`config.mk`:
```
export PLATFORM = sky130hd
export DESIGN_NAME = crbus_master
export DESIGN_NICKNAME = d
export VERILOG_FILES = /design/src/rtl/crbus_pkg.sv /design/src/rtl/crbus_timer.sv /design/src/rtl/crbus_seq.sv /design/src/rtl/crbus_drive.sv /design/src/rtl/crbus_master.sv
export SDC_FILE = /design/constraint.sdc
export NUM_CORES = 1
export LEC_CHECK = 0
export BUFFER_PORTS_ARGS = -buffer_cell sky130_fd_sc_hd__buf_4
export CAP_MARGIN = 20
export CORE_UTILIZATION = 45
export DETAILED_ROUTE_END_ITERATION = 10
export GPL_TIMING_DRIVEN = 0
export PLACE_DENSITY = 0.68
export SETUP_SLACK_MARGIN = 0.05
export SLEW_MARGIN = 20
export SYNTH_ARGS = -nofsm -noshare
export SYNTH_HDL_FRONTEND = slang
export SYNTH_SLANG_ARGS = --single-unit
```
`constraint.sdc`:
```
create_clock -name clk_i -period 4.4 [get_ports clk_i]
set_clock_uncertainty 0.05 [all_clocks]
set_input_delay 0.22 -clock clk_i [delete_from_list [all_inputs] [get_ports clk_i]]
set_output_delay 0.22 -clock clk_i [all_outputs]
set_load 0.02 [all_outputs]
```
`src/rtl/crbus_pkg.sv`:
```
package crbus_pkg;
  typedef enum logic [1:0] {PH_ADDR, PH_DATA, PH_CMT} phase_e;
  typedef enum logic [1:0] {ST_IDLE, ST_SETTLE, ST_STROBE, ST_RELEASE} step_e;
endpackage

```
`src/rtl/crbus_timer.sv`:
```
module crbus_timer #(
  parameter int TMO_CYCLES = 1024
) (
  input  logic clk_i,
  input  logic rst_ni,
  input  logic restart_i,
  input  logic run_i,
  output logic expired_o
);
  localparam int CW = $clog2(TMO_CYCLES);
  localparam logic [CW-1:0] LAST = CW'(TMO_CYCLES - 1);

  logic [CW-1:0] cnt_q;

  always_ff @(posedge clk_i or negedge rst_ni) begin
    if (!rst_ni)                    cnt_q <= '0;
    else if (restart_i)             cnt_q <= '0;
    else if (run_i && cnt_q != LAST) cnt_q <= cnt_q + 1'b1;
  end

  assign expired_o = run_i && (cnt_q == LAST);
endmodule

```
`src/rtl/crbus_seq.sv`:
```
module crbus_seq
  import crbus_pkg::*;
#(
  parameter int DW            = 16,
  parameter int SETTLE_CYCLES = 2
) (
  input  logic          clk_i,
  input  logic          rst_ni,
  input  logic          start_i,
  input  logic          write_i,
  input  logic [DW-1:0] addr_i,
  input  logic [DW-1:0] wdata_i,
  input  logic          ack_i,
  input  logic [DW-1:0] dout_i,
  input  logic          expired_i,
  output step_e         step_o,
  output phase_e        phase_o,
  output logic          wr_o,
  output logic [DW-1:0] addr_o,
  output logic [DW-1:0] wdata_o,
  output logic          step_chg_o,
  output logic          done_o,
  output logic          err_o,
  output logic [DW-1:0] rdata_o
);
  localparam int SW = $clog2(SETTLE_CYCLES + 1);
  localparam logic [SW-1:0] SLAST = SW'(SETTLE_CYCLES - 1);

  step_e         step_q, step_d;
  phase_e        phase_q, phase_d;
  logic [SW-1:0] scnt_q;
  logic          wr_q, done_q, err_q;
  logic [DW-1:0] addr_q, wdata_q, rdata_q;
  logic          fin, fail, grab;

  always_comb begin
    step_d  = step_q;
    phase_d = phase_q;
    fin     = 1'b0;
    fail    = 1'b0;
    grab    = 1'b0;
    unique case (step_q)
      ST_IDLE: if (start_i) begin
        step_d  = ST_SETTLE;
        phase_d = PH_ADDR;
      end
      ST_SETTLE: if (scnt_q == SLAST) step_d = ST_STROBE;
      ST_STROBE: begin
        if (ack_i) begin
          step_d = ST_RELEASE;
          grab   = (phase_q == PH_CMT) && !wr_q;
        end else if (expired_i) begin
          step_d = ST_IDLE;
          fail   = 1'b1;
        end
      end
      ST_RELEASE: begin
        if (!ack_i) begin
          if (phase_q == PH_CMT) begin
            step_d = ST_IDLE;
            fin    = 1'b1;
          end else begin
            step_d  = ST_SETTLE;
            phase_d = (phase_q == PH_ADDR && wr_q) ? PH_DATA : PH_CMT;
          end
        end else if (expired_i) begin
          step_d = ST_IDLE;
          fail   = 1'b1;
        end
      end
      default: step_d = ST_IDLE;
    endcase
  end

  always_ff @(posedge clk_i or negedge rst_ni) begin
    if (!rst_ni) begin
      step_q  <= ST_IDLE;
      phase_q <= PH_ADDR;
      scnt_q  <= '0;
      wr_q    <= 1'b0;
      addr_q  <= '0;
      wdata_q <= '0;
      rdata_q <= '0;
      done_q  <= 1'b0;
      err_q   <= 1'b0;
    end else begin
      step_q  <= step_d;
      phase_q <= phase_d;
      if (step_d != step_q)         scnt_q <= '0;
      else if (step_q == ST_SETTLE) scnt_q <= scnt_q + 1'b1;
      if (step_q == ST_IDLE && start_i) begin
        wr_q    <= write_i;
        addr_q  <= addr_i;
        wdata_q <= wdata_i;
      end
      if (grab) rdata_q <= dout_i;
      done_q <= fin | fail;
      err_q  <= fail;
    end
  end

  assign step_o     = step_q;
  assign phase_o    = phase_q;
  assign wr_o       = wr_q;
  assign addr_o     = addr_q;
  assign wdata_o    = wdata_q;
  assign step_chg_o = (step_d != step_q);
  assign done_o     = done_q;
  assign err_o      = err_q;
  assign rdata_o    = rdata_q;
endmodule

```
`src/rtl/crbus_drive.sv`:
```
module crbus_drive
  import crbus_pkg::*;
#(
  parameter int DW = 16
) (
  input  step_e         step_i,
  input  phase_e        phase_i,
  input  logic          wr_i,
  input  logic [DW-1:0] addr_i,
  input  logic [DW-1:0] wdata_i,
  output logic [DW-1:0] din_o,
  output logic          cap_addr_o,
  output logic          cap_data_o,
  output logic          rd_o,
  output logic          wr_stb_o
);
  logic on;

  always_comb begin
    on = (step_i == ST_STROBE);
    din_o      = '0;
    cap_addr_o = 1'b0;
    cap_data_o = 1'b0;
    rd_o       = 1'b0;
    wr_stb_o   = 1'b0;
    if (step_i != ST_IDLE) begin
      unique case (phase_i)
        PH_ADDR: begin
          din_o      = addr_i;
          cap_addr_o = on;
        end
        PH_DATA: begin
          din_o      = wdata_i;
          cap_data_o = on;
        end
        default: begin
          din_o    = wr_i ? wdata_i : '0;
          wr_stb_o = on && wr_i;
          rd_o     = on && !wr_i;
        end
      endcase
    end
  end
endmodule

```
`src/rtl/crbus_master.sv`:
```
module crbus_master
  import crbus_pkg::*;
#(
  parameter int DW            = 16,
  parameter int SETTLE_CYCLES = 2,
  parameter int TMO_CYCLES    = 1024
) (
  input  logic          clk_i,
  input  logic          rst_ni,
  input  logic          start_i,
  input  logic          write_i,
  input  logic [DW-1:0] addr_i,
  input  logic [DW-1:0] wdata_i,
  output logic          busy_o,
  output logic          done_o,
  output logic          err_o,
  output logic [DW-1:0] rdata_o,
  output logic [DW-1:0] phy_din_o,
  output logic          phy_cap_addr_o,
  output logic          phy_cap_data_o,
  output logic          phy_rd_o,
  output logic          phy_wr_o,
  input  logic [DW-1:0] phy_dout_i,
  input  logic          phy_ack_i
);
  step_e         step;
  phase_e        phase;
  logic          wr, step_chg, expired;
  logic [DW-1:0] addr, wdata;

  crbus_seq #(.DW(DW), .SETTLE_CYCLES(SETTLE_CYCLES)) seq_i (
    .clk_i, .rst_ni, .start_i, .write_i, .addr_i, .wdata_i,
    .ack_i(phy_ack_i), .dout_i(phy_dout_i), .expired_i(expired),
    .step_o(step), .phase_o(phase), .wr_o(wr), .addr_o(addr), .wdata_o(wdata),
    .step_chg_o(step_chg), .done_o, .err_o, .rdata_o
  );

  crbus_timer #(.TMO_CYCLES(TMO_CYCLES)) timer_i (
    .clk_i, .rst_ni,
    .restart_i(step_chg),
    .run_i(step == ST_STROBE || step == ST_RELEASE),
    .expired_o(expired)
  );

  crbus_drive #(.DW(DW)) drive_i (
    .step_i(step), .phase_i(phase), .wr_i(wr), .addr_i(addr), .wdata_i(wdata),
    .din_o(phy_din_o), .cap_addr_o(phy_cap_addr_o), .cap_data_o(phy_cap_data_o),
    .rd_o(phy_rd_o), .wr_stb_o(phy_wr_o)
  );

  assign busy_o = (step != ST_IDLE);
endmodule

```
==> key figures, run 1 <==
Route
  – Number of remaining DRC errors: 0
  – Via density: between 5 and 6
  – Final antenna-violating net count: 0
  – Total routed wirelength: between 6 and 7 mm
  – Initial drt markers: between 150 and 200
  – Routed via count: 2424
  – First-pass iteration count of the detailed router: 4
  – Wire per inst: around 14 um

Yosys
  – Syn. warnings: 0
  – Seq cells post-synth: 67
  – Mapped Nets: 329
  – Mapped cell area: roughly 3200 um^2
  – Area contributors post-synth: dfrtp_1, mux2_2, nand2_1
  – Post-synth top cells: dfrtp_1, nand2_1, mux2_2, a21oi_1, nor2_1
  – Post-synth EDFFs: 0
  – Syn_area_per_cell: roughly 12 um^2
  – Distinct cells, synth: 44
  – Area leader, netlist: dfrtp_1
  – Top-count cell post-synth: dfrtp_1
  – Cell count after synthesis: 274
  – Synth async-reset ratio: 100%
  – Most used DFF post-synth: dfrtp_1
  – Post-synthesis sequential area ratio: a little over half
  – Yosys top cell area share: between 50% and 60%

STA
  – Min Tclk post-route: 2.38 ns
  – RSZ-0062 raised after global routing: false
  – Final hold vios: 0
  – Slew margin rel.: 44.0%
  – Min Hold Slack: between 0.04 and 0.05 ns
  – Final setup vio count: 0
  – Total Neg Setup Slack: 0 ns
  – Worst-margin pin slew: around 0.84 ns
  – Final Max Slew Viols: 0
  – Fmax: approximately 420 MHz
  – Period utilization: between 50% and 60%
  – Final worst slack: 2.02 ns

Worst setup path
  – Kind of critical path: reg -> out
  – CP Capture Point: phy_din_o[9]
  – Arrival @ worst endpoint: approximately 2.1 ns
  – Worst Setup SP: seq_i.phase_o[1]
  – Startpoint class of the critical path: flip-flop
  – RR Startpoint: seq_i.step_o[0]
  – Crit path max fanout: 10
  – CP required: between 4 and 5 ns
  – Reg2Reg Setup Slack: between 2 and 3 ns
  – RR Endpoint: seq_i.addr_o[6]
  – FF-to-FF path depth: 4
  – Worst setup EP type: output pin

Die
  – Die width: about 86 um
  – Io pins: 92
  – Die area: approximately 7400 um^2
  – Die height: 85.8 um
  – Initial Util: a little under half
  – Row count: 30
  – Core Box Area: approximately 6800 um^2

Power
  – Pwr Total: roughly 3 mW
  – PwrDens: just over 700 nW/um^2
  – Pleak: approximately 2.0 nW
  – Maximum vdd drop: ~0.35 mV

CTS
  – TritonCTS Buffers: 9
  – Clock slew at the register clock pins of the worst setup and hold paths: 0.08 ns
  – Sink Count: 67
  – H-tree Lvls: 3
  – Clock Tree Root: clkbuf_8
  – Worst skew pair latency: approximately 0.34 ns
  – Setup Buffers After CTS: 0
  – Max Buffers Root-to-Sink: 2
  – Cts repair resizes: 0
  – CTS tree: yes

Global routing
  – Busiest grt layer: met2
  – First-pass GRT wire length: about 12 mm
  – Initial antenna violation count: 0
  – Vias in the first global route: ~2400
  – Largest net degree at the start of global routing: between 60 and 70
  – GR Util met1: between 20 and 30%
  – Grt ovf: 0
  – GRT met2 Usage: 29.6%
  – Total GRT Usage: around 20%
  – M3 GR Usage: under 10%

Finish
  – Area taken by multi-input logic gates: about 1400 um^2
  – Fillers: ~580
  – Share of cells above drive strength 1: between 40% and 50%
  – Area Overhead vs Synth: 32.4%
  – # diodes: 0
  – Non-Filler Instances: approximately 480
  – Nets: between 400 and 500
  – Storage cell area: between 1500 and 2000 um^2

Status
  – Status: completed

Placement
  – Port Buf Inserts: 90
  – Pre-CTS setup slack: roughly 2.3 ns
  – Inst Count DP: between 400 and 500
  – Routability cong.: just under 0.8
  – Dpl hpwl: between 4 and 5 mm

Min path
  – Hold path startpoint: phy_dout_i[3]
  – Min-Delay Path Class: in -> reg

Run
  – Max-capacitance violation count: 0
## cells in the final DEF, fill, tap and decap left out, drive strengths merged, types with 3 or more instances in the layout
| cell type | instances |
|---|---|
| nor3 | 3 |
| clkinvlp | 3 |
| dfrtp | 67 |
| clkbuf | 11 |
| a21oi | 23 |
| xor2 | 4 |
| mux2 | 49 |
| nand2b | 9 |
| buf | 100 |
| nor2 | 17 |
| nand2 | 42 |
| nand3 | 10 |
| o31ai | 3 |
## power by group
group,internal [mW],total (mW),switching [mW]
Sequential,0.861,1.01,0.154
Clock,0.317,0.559,0.243
Combinational,0.682,1.43,0.752
Total,1.86,3.01,1.15
## state kept, by name (all words and copies together) (netlist names)
register	count
seq_i.step_o	2
seq_i.phase_o	2
seq_i.scnt_q	2
seq_i.wdata_o	16
seq_i.addr_o	16
seq_i.done_o	1
seq_i.err_o	1
seq_i.rdata_o	16
timer_i.cnt_q	10
seq_i.wr_o	1
## worst min-delay path by stage
stage                                   to  cells past startpoint
after floorplan            seq_i.addr_o[0]                      0
after global placement    timer_i.cnt_q[6]                      1
after detailed placement  timer_i.cnt_q[6]                      1
after CTS                 seq_i.rdata_o[1]                      2
after global routing      seq_i.wdata_o[2]                      2
final                     seq_i.rdata_o[3]                      2
## cell type report
| cell class | instances | share of cell area (%) |
|---|---|---|
| repair buffers | 91 | 16.4 |
| multi-input cells | 194 | 33.5 |
| clock inverters | 7 | 2.21 |
| well taps | 96 | 2.87 |
| flip-flops and latches | 67 | 40.1 |
| plain buffers | 12 | 1.86 |
| inverters | 1 | 0.0898 |
| clock buffers | 9 | 2.96 |
## critical path, stage by stage (launching register included)
cell and delay, ns:
dfrtp_1 0.47, nor2_1 0.47, clkbuf_1 0.41, nand2_1 0.11
a21oi_1 0.16, buf_4 0.16
## cells by family (layout without fill, tap and decap cells)
| logic type | count (synthesis) | after routing | share of synthesized area, % |
|---|---|---|---|
| buffers and inverters | 13 | 120 | 2.57 |
| AO/OA/AOI/OAI | 36 | 36 | 6.73 |
| multiplexers | 50 | 50 | 19.0 |
| AND/OR/NAND/NOR | 101 | 101 | 16.5 |
| XOR/XNOR | 5 | 5 | 1.39 |
| adder cells (fa/ha/maj) | 2 | 2 | 0.792 |
| flip-flops | 67 | 67 | 53.1 |
## metal layers
layer  up-vias  part of all wire (%)
li1       1157                     -
met4         0                   1.3
met3         8                   9.1
met5         -                     0
met1      1160                    44
met2        99                    46
## through the flow
step                      area [um^2]  utilization [%]
final                            4180             61.5
after floorplan                  3160                -
after global placement           3960             58.2
after CTS                        4180             61.5
after global routing             4180             61.5
after detailed placement         3960             58.2
## timing repair
item,CTS,global route
endpoints found under the hold margin,67,0
setup endpoints to repair,0,0
hold buffers,1,0
No activity file was read; power rests on OpenSTA's default activity.
==> inputs of run 2 (changes only) <==
--- a/config.mk
+++ b/config.mk
@@ -5,6 +5,7 @@
 export SDC_FILE = /design/constraint.sdc
 export NUM_CORES = 1
 export LEC_CHECK = 0
+export ABC_AREA = 1
 export BUFFER_PORTS_ARGS = -buffer_cell sky130_fd_sc_hd__buf_4
 export CAP_MARGIN = 20
 export CORE_UTILIZATION = 45
==> constraint.sdc (replaced) <==
create_clock -name clk_i -period 2.5 [get_ports clk_i]
set_clock_uncertainty 0.05 [all_clocks]
set_input_delay 0.125 -clock clk_i [delete_from_list [all_inputs] [get_ports clk_i]]
set_output_delay 0.125 -clock clk_i [all_outputs]
set_load 0.02 [all_outputs]
==> run 2 against run 1 <==
  * Sequential power grew 67%
  * Cell area increased by 13%
  * Combinational power increased by 90%
  * Synthesized area is 0.91% higher
  * Total power rose by 80%
  * Clock-buffer cell count increased by 3
  * First-iteration DRC count fell by 43%
  * Critical endpoint is now phy_din_o[6]
==> key figures, run 2 <==
STA
  – Worst-margin pin slew: 0.847 ns
  – Fmax: 456 MHz
  – Min Tclk post-route: 2.19 ns
  – Total Neg Setup Slack: 0 ns
  – Final hold vios: 0
  – Slew margin rel.: 43.5%
  – Final setup vio count: 0
  – RSZ-0062 raised after global routing: false
  – Final Max Slew Viols: 0
  – Period utilization: 87.7%

Route
  – Total routed wirelength: approximately 7.5 mm
  – Via density: approximately 4.7
  – Final antenna-violating net count: 0
  – Wire per inst: around 14 um
  – Routed via count: 2602
  – Met3 routed WL: between 400 and 500 um
  – First-pass iteration count of the detailed router: 4
  – Post-Route M1 WL: approximately 3.3 mm
  – Initial drt markers: 92
  – Number of remaining DRC errors: 0
  – Met2 wire length: 3.65 mm
  – Highest Signal Layer: met4

Yosys
  – Cell count after synthesis: a little under 300
  – Syn_area_per_cell: 10.7 um^2
  – Synth async-reset ratio: between 90% and 100%
  – Seq cells post-synth: 67
  – Area contributors post-synth: dfrtp_1, mux2_2, nor2_1
  – Yosys top cell area share: a little over half
  – Distinct cells, synth: 30
  – Mapped Nets: approximately 350
  – Syn. warnings: 0
  – Post-synthesis sequential area ratio: between 50% and 60%
  – Post-synth top cells: dfrtp_1, nor2_1, mux2_2, nand2_1, nor3_1
  – Top-count cell post-synth: dfrtp_1
  – Most used DFF post-synth: dfrtp_1
  – Mapped cell area: 3190 um^2
  – Post-synth EDFFs: 0
  – Area leader, netlist: dfrtp_1

Worst setup path
  – CP max stage delay: 0.46 ns
  – CP Depth: 6
  – Crit path max fanout: 10
  – Arrival @ worst endpoint: slightly above 2 ns
  – CP required: around 2.3 ns
  – Kind of critical path: reg -> out
  – Critical path's slowest cell: dfrtp_1
  – CP Cell Sequence: nor2_4, clkinvlp_4, buf_1, nor2_1, nor3_1, buf_4
  – Crit path buf inv count: 3
  – Worst setup EP type: output pin
  – FF-to-FF path depth: 10
  – Largest delay share family, worst path: buffers and inverters
  – Startpoint class of the critical path: flip-flop

Status
  – Status: completed

Finish
  – # diodes: 0
  – Non-Filler Instances: approximately 550
  – Most frequent cells in the layout: buf_4, dfrtp_1, dlygate4sd3_1, nor2_1, mux2_2
  – Commonest non-fill, non-tap cell in the layout: buf_4
  – Nets: between 500 and 600
  – Final core utilization: between 60 and 70%
  – Area Overhead vs Synth: 48.0%
  – Share of cells above drive strength 1: a little over two fifths

Die
  – Initial Util: a little under half
  – Die width: 86.2 um
  – Io pins: 92
  – Die area: 7430 um^2
  – Die height: 86.2 um
  – Row count: 30
  – Core Box Area: 6830 um^2

Global routing
  – Grt ovf: 0
  – Initial antenna violation count: 0
  – Vias in the first global route: approximately 2700
  – First-pass GRT wire length: about 12 mm
  – Total GRT Usage: approximately a fifth
  – Largest net degree at the start of global routing: 68

Placement
  – Routability cong.: 0.806
  – Port Buf Inserts: roughly 90
  – Dpl hpwl: around 4.7 mm
  – Inst Count DP: about 480

CTS
  – Worst skew pair latency: 0.34 ns
  – H-tree Lvls: 3
  – CTS tree: yes
  – Clock slew at the register clock pins of the worst setup and hold paths: around 0.070 ns
  – Sink Count: between 60 and 70
  – Max Buffers Root-to-Sink: 2
  – Clock Tree Root: clkbuf_8
  – TritonCTS Buffers: 9

Power
  – PwrDens: about 1100 nW/um^2
  – Maximum vdd drop: roughly 0.44 mV
  – Pleak: 2.28 nW

Min path
  – Worst hold path depth: 3
  – Min-Delay Path Class: in -> reg

Run
  – Max-capacitance violation count: 0
run 2: cell types whose count changed after synthesis, sizes merged, moves of 3 or more:
cell,delta
xor2,+4
o31ai,-3
a21oi,-21
nor3,+15
inv,+18
nand4,+3
nand2b,-9
o21ai,+4
nand2,-8
nor2,+47
run 2: cell families (layout without fill, tap and decap cells):
group	count (synthesis)	in the layout	share of synthesized area [%]
DFF	67	67	52.6
and+or+nand+nor	130	130	19.7
xor gates and xnor gates	9	9	2.47
buffers and inverters	30	185	4.20
muxes	48	48	18.1
AOI/OAI and AO/OA	11	11	2.08
adders and majority gates	2	2	0.785
run 2: worst paths after layout:
kind                                  start          endpoint  slack [ns]
max in group asynchronous            rst_ni  timer_i.cnt_q[8]        1.46
setup / recovery           seq_i.phase_o[0]      phy_din_o[6]        0.31
setup reg to reg           timer_i.cnt_q[0]  timer_i.cnt_q[5]        0.72
hold / removal                    phy_ack_i   seq_i.step_o[1]        0.03
min in group asynchronous            rst_ni  seq_i.wdata_o[0]        0.38
hold reg to reg            seq_i.addr_o[15]  seq_i.addr_o[15]        0.45
run 2: power by group:
group | switching [mW] | internal, mW | leakage (nW) | total, mW
clock network | 0.394 | 0.606 | 0.109 | 1.00
logic | 1.52 | 1.19 | 1.32 | 2.71
registers | 0.216 | 1.47 | 0.853 | 1.69
run 2: through the flow:
stage / total power, mW / hold WS (ns) / setup slack [ns] / cell area, um^2
floorplan: 3.39 / -0.221 / 0.715 / 3190
global placement: 4.27 / 0.234 / 0.461 / 3990
detailed placement: 4.32 / 0.239 / 0.464 / 3990
CTS: 5.40 / 0.0119 / 0.0711 / 4710
global route: 5.78 / 0.0293 / 0.138 / 4720
finish: 5.40 / 0.0313 / 0.308 / 4720
run 2: worst min-delay path, stage by stage:
cell and delay (ns):
buf_4 0.11, o21ai_2 0.07, nand3_1 0.07
run 2: area by class of cell:
| cell class | instances | area, um^2 |
|---|---|---|
| clock buffer | 12 | 155 |
| sequential | 67 | 1680 |
| timing repair buffer | 141 | 1180 |
| tap | 96 | 120 |
| buffer | 10 | 60.1 |
| fill | 556 | 2110 |
| inverter | 20 | 78.8 |
| multi-input combinational | 200 | 1380 |
| clock inverter | 2 | 60.1 |
run 2: layer usage:
layer / vias up / track usage [%]
li1: 1274 / -
met1: 1242 / 27.2
met2: 80 / 36.1
met3: 6 / 4.00
met4: 0 / 8.33
met5: - / 0
run 2: repair_timing:
action,in CTS,in global routing
endpoints found under the hold margin,116,0
setup buffers,0,0
setup endpoints to repair,0,11
hold buffers,50,0
gates resized for setup,0,4
==> inputs of run 3 (changes only) <==
--- a/config.mk
+++ b/config.mk
@@ -11,9 +11,10 @@
 export CORE_UTILIZATION = 45
 export DETAILED_ROUTE_END_ITERATION = 10
 export GPL_TIMING_DRIVEN = 0
-export PLACE_DENSITY = 0.68
+export PLACE_DENSITY = 0.67
 export SETUP_SLACK_MARGIN = 0.05
 export SLEW_MARGIN = 20
 export SYNTH_ARGS = -nofsm -noshare
 export SYNTH_HDL_FRONTEND = slang
+export SYNTH_HIERARCHICAL = 1
 export SYNTH_SLANG_ARGS = --single-unit
==> run 3 against run 2 <==
  * Sequential share of layout area is 2.2 points lower
  * Sequential power is 8% higher
  * Global-route usage is 0.055 points lower
  * Final cell count is 20% higher
  * Worst setup slack worse by 0.035 ns
  * Total power is 9.3% higher
  * Largest cell class unchanged
  * Clock-buffer cell count is 3 lower
  * Synthesized area is 6.7% higher
  * Register-to-register slack worse by 0.45 ns
  * First-iteration DRC count is 58% higher
  * Largest power group unchanged
  * Critical path type is now reg -> reg
  * Die area is 6.5% higher
  * Worst hold slack better by 0.067 ns
==> key figures, run 3 <==
Status
  – Status: completed

Worst setup path
  – Crit path max fanout: 6
  – CP Cell Sequence: ha_2, nand2_2, inv_1, nand3_1, nor3b_2, nand2_1, inv_1, nor2_1, nand2_1, nand3_2, nand2_2, nand2_4, inv_4, buf_4, nand3_1, o21ai_1
  – Startpoint class of the critical path: flip-flop
  – Arrival @ worst endpoint: 2.44 ns
  – Largest delay share family, worst path: simple AND/OR/NAND/NOR gates
  – CP max stage delay: 0.39 ns
  – Crit path buf inv count: 4
  – Worst setup EP type: flip-flop
  – Critical path's slowest cell: dfrtp_1
  – CP required: ~2.7 ns
  – Kind of critical path: reg -> reg

Die
  – Io pins: 92
  – Die width: between 80 and 90 um
  – Core Box Area: roughly 7300 um^2
  – Initial Util: around 47%
  – Row count: 31
  – Die area: slightly below 8000 um^2
  – Die height: about 89 um

CTS
  – Sink Count: 67
  – CTS tree: yes
  – Clock Tree Root: clkbuf_8
  – Max Buffers Root-to-Sink: 2
  – H-tree Lvls: 3
  – Worst skew pair latency: 0.33 ns
  – TritonCTS Buffers: 9
  – Clock slew at the register clock pins of the worst setup and hold paths: ~0.080 ns

Global routing
  – Initial antenna violation count: 0
  – Grt ovf: 0
  – Largest net degree at the start of global routing: 68
  – Vias in the first global route: 2991
  – First-pass GRT wire length: around 13 mm
  – Total GRT Usage: 21.3%

STA
  – Slew margin rel.: roughly 44%
  – Period utilization: approximately 89%
  – Final setup vio count: 0
  – Fmax: 449 MHz
  – Worst-margin pin slew: about 0.83 ns
  – RSZ-0062 raised after global routing: false
  – Final hold vios: 0
  – Final Max Slew Viols: 0
  – Min Tclk post-route: ~2.2 ns

Power
  – PwrDens: between 1000 and 1500 nW/um^2
  – Clock power frac: a little under a fifth
  – Gate power share: between 50% and 60%
  – NetSw: approximately 2.4 mW
  – Seq pwr share: 31.0%
  – Switching share of power: between 40 and 50%
  – Maximum vdd drop: approximately 0.53 mV
  – Pleak: between 2 and 3 nW
  – Int Power: 3.52 mW
  – Pwr Total: 5.90 mW

Yosys
  – Post-synthesis sequential area ratio: between 40% and 50%
  – Yosys top cell area share: just under 50%
  – Most used DFF post-synth: dfrtp_1
  – Synth async-reset ratio: 100%
  – Mapped cell area: roughly 3400 um^2
  – Distinct cells, synth: 30
  – Top-count cell post-synth: nand2_1
  – Area contributors post-synth: dfrtp_1, nand2_1, mux2_2
  – Post-synth EDFFs: 0
  – Syn. warnings: 6
  – Mapped Nets: ~450
  – Post-synth top cells: nand2_1, dfrtp_1, nor2_1, inv_1, nand3_1
  – Seq cells post-synth: 67
  – Syn_area_per_cell: ~8.5 um^2
  – Cell count after synthesis: just under 400
  – Area leader, netlist: dfrtp_1

Route
  – First-pass iteration count of the detailed router: 4
  – Routed via count: ~3100
  – Number of remaining DRC errors: 0
  – Final antenna-violating net count: 0
  – Via density: between 4 and 5
  – Total routed wirelength: approximately 8.3 mm
  – Wire per inst: ~13 um
  – Initial drt markers: ~150

Finish
  – Area Overhead vs Synth: 47.7%
  – Fillers: around 590
  – Final core utilization: 68.9%
  – Most frequent cells in the layout: nand2_1, buf_4, dfrtp_1, dlygate4sd3_1, nor2_1
  – Commonest non-fill, non-tap cell in the layout: nand2_1
  – Share of cells above drive strength 1: ~31%
  – Nets: 609
  – Storage cell area: 1680 um^2
  – # diodes: 0
  – Area taken by multi-input logic gates: around 1500 um^2

Placement
  – Port Buf Inserts: 91
  – Dpl hpwl: roughly 5.4 mm
  – Routability cong.: 0.894

Run
  – Max-capacitance violation count: 0

Min path
  – Min-Delay Path Class: in -> reg
[run 3: cell types whose count changed in the layout (fill, tap and decap cells not counted), sizes merged, moves of 5 or more]
cell,previous run,this run
buf,99,104
inv,19,48
mux2,48,32
nand2,34,119
nand3,10,36
nor2,64,57
nor3,18,4
xor2,8,2
[run 3: worst paths after layout]
path                            cells after the start                end             start  slack, ns
max in group asynchronous                           2   seq_i/addr_o[13]            rst_ni       1.48
worst min register to register                      2   seq_i/rdata_o[5]  seq_i/rdata_o[5]       0.43
worst max register to register                     16   timer_i/cnt_q[0]  timer_i/cnt_q[0]       0.27
worst min-delay path                                3        seq_i/err_o         phy_ack_i        0.1
worst max-delay path                               16   timer_i/cnt_q[0]  timer_i/cnt_q[0]       0.27
min in group asynchronous                           2  seq_i/wdata_o[15]            rst_ni       0.38
[run 3: cell families after synthesis]
group | share of synthesized area, %
simple gates | 27.7
flops | 49.3
buf+inv | 8.20
mux | 10.6
compound gates | 2.43
xor+xnor | 1.03
fa+ha+maj | 0.736
[run 3: final cells by class]
cell class / count / area share [%]
Clock buffer: 9 / 2.47
Multi-Input combinational cell: 271 / 29.4
Inverter: 49 / 3.81
Timing Repair Buffer: 145 / 24.2
Clock inverter: 7 / 2.47
Buffer: 11 / 1.79
Tap cell: 99 / 2.47
Sequential cell: 67 / 33.4
[run 3: metrics by stage]
step                      std cells  setup slack [ns]  instance area, um^2  hold WS, ns  setup TNS, ns
final                           658             0.273                 5020       0.0985              0
after global placement          588           -0.0662                 4210        0.242         -0.381
after CTS                       654            0.0570                 4960       0.0741              0
after global routing            658            0.0389                 5020        0.101              0
after detailed placement        588            -0.115                 4210        0.237         -0.770
after floorplan                 398             0.330                 3400       -0.221              0
[run 3: power by group through the flow]
| stage | sequential (mW) | clock, mW | combinational, mW |
|---|---|---|---|
| after floorplan | 1.90 | 0 | 1.70 |
| after global placement | 1.82 | 0 | 2.66 |
| after detailed placement | 1.84 | 0 | 2.71 |
| after CTS | 1.82 | 1.13 | 2.78 |
| after global routing | 1.88 | 1.18 | 3.26 |
| final | 1.83 | 1.10 | 2.97 |
[run 3: routing by layer]
| layer | vias to the layer above | global-route usage (%) | share of wire [%] |
|---|---|---|---|
| met1 | 1474 | 25.4 | 44 |
| met4 | 0 | 9.96 | 1.5 |
| met5 | - | 0 | 0 |
| met3 | 12 | 4.06 | 4.1 |
| li1 | 1564 | - | - |
| met2 | 94 | 37.3 | 50 |
[run 3: worst min-delay path, cell delays in order]
cell and delay, ns:
buf_4 0.13, nand2_1 0.07, o22ai_1 0.10
[run 3: what timing repair did]
| item | in CTS | in global routing |
|---|---|---|
| hold buffers | 50 | 0 |
| gates cloned | 0 | 0 |
| endpoints found under the setup margin | 10 | 10 |
| pin swaps | 0 | 4 |
| hold endpoints to repair | 116 | 0 |
| setup buffers | 0 | 4 |
| resized for setup | 2 | 8 |
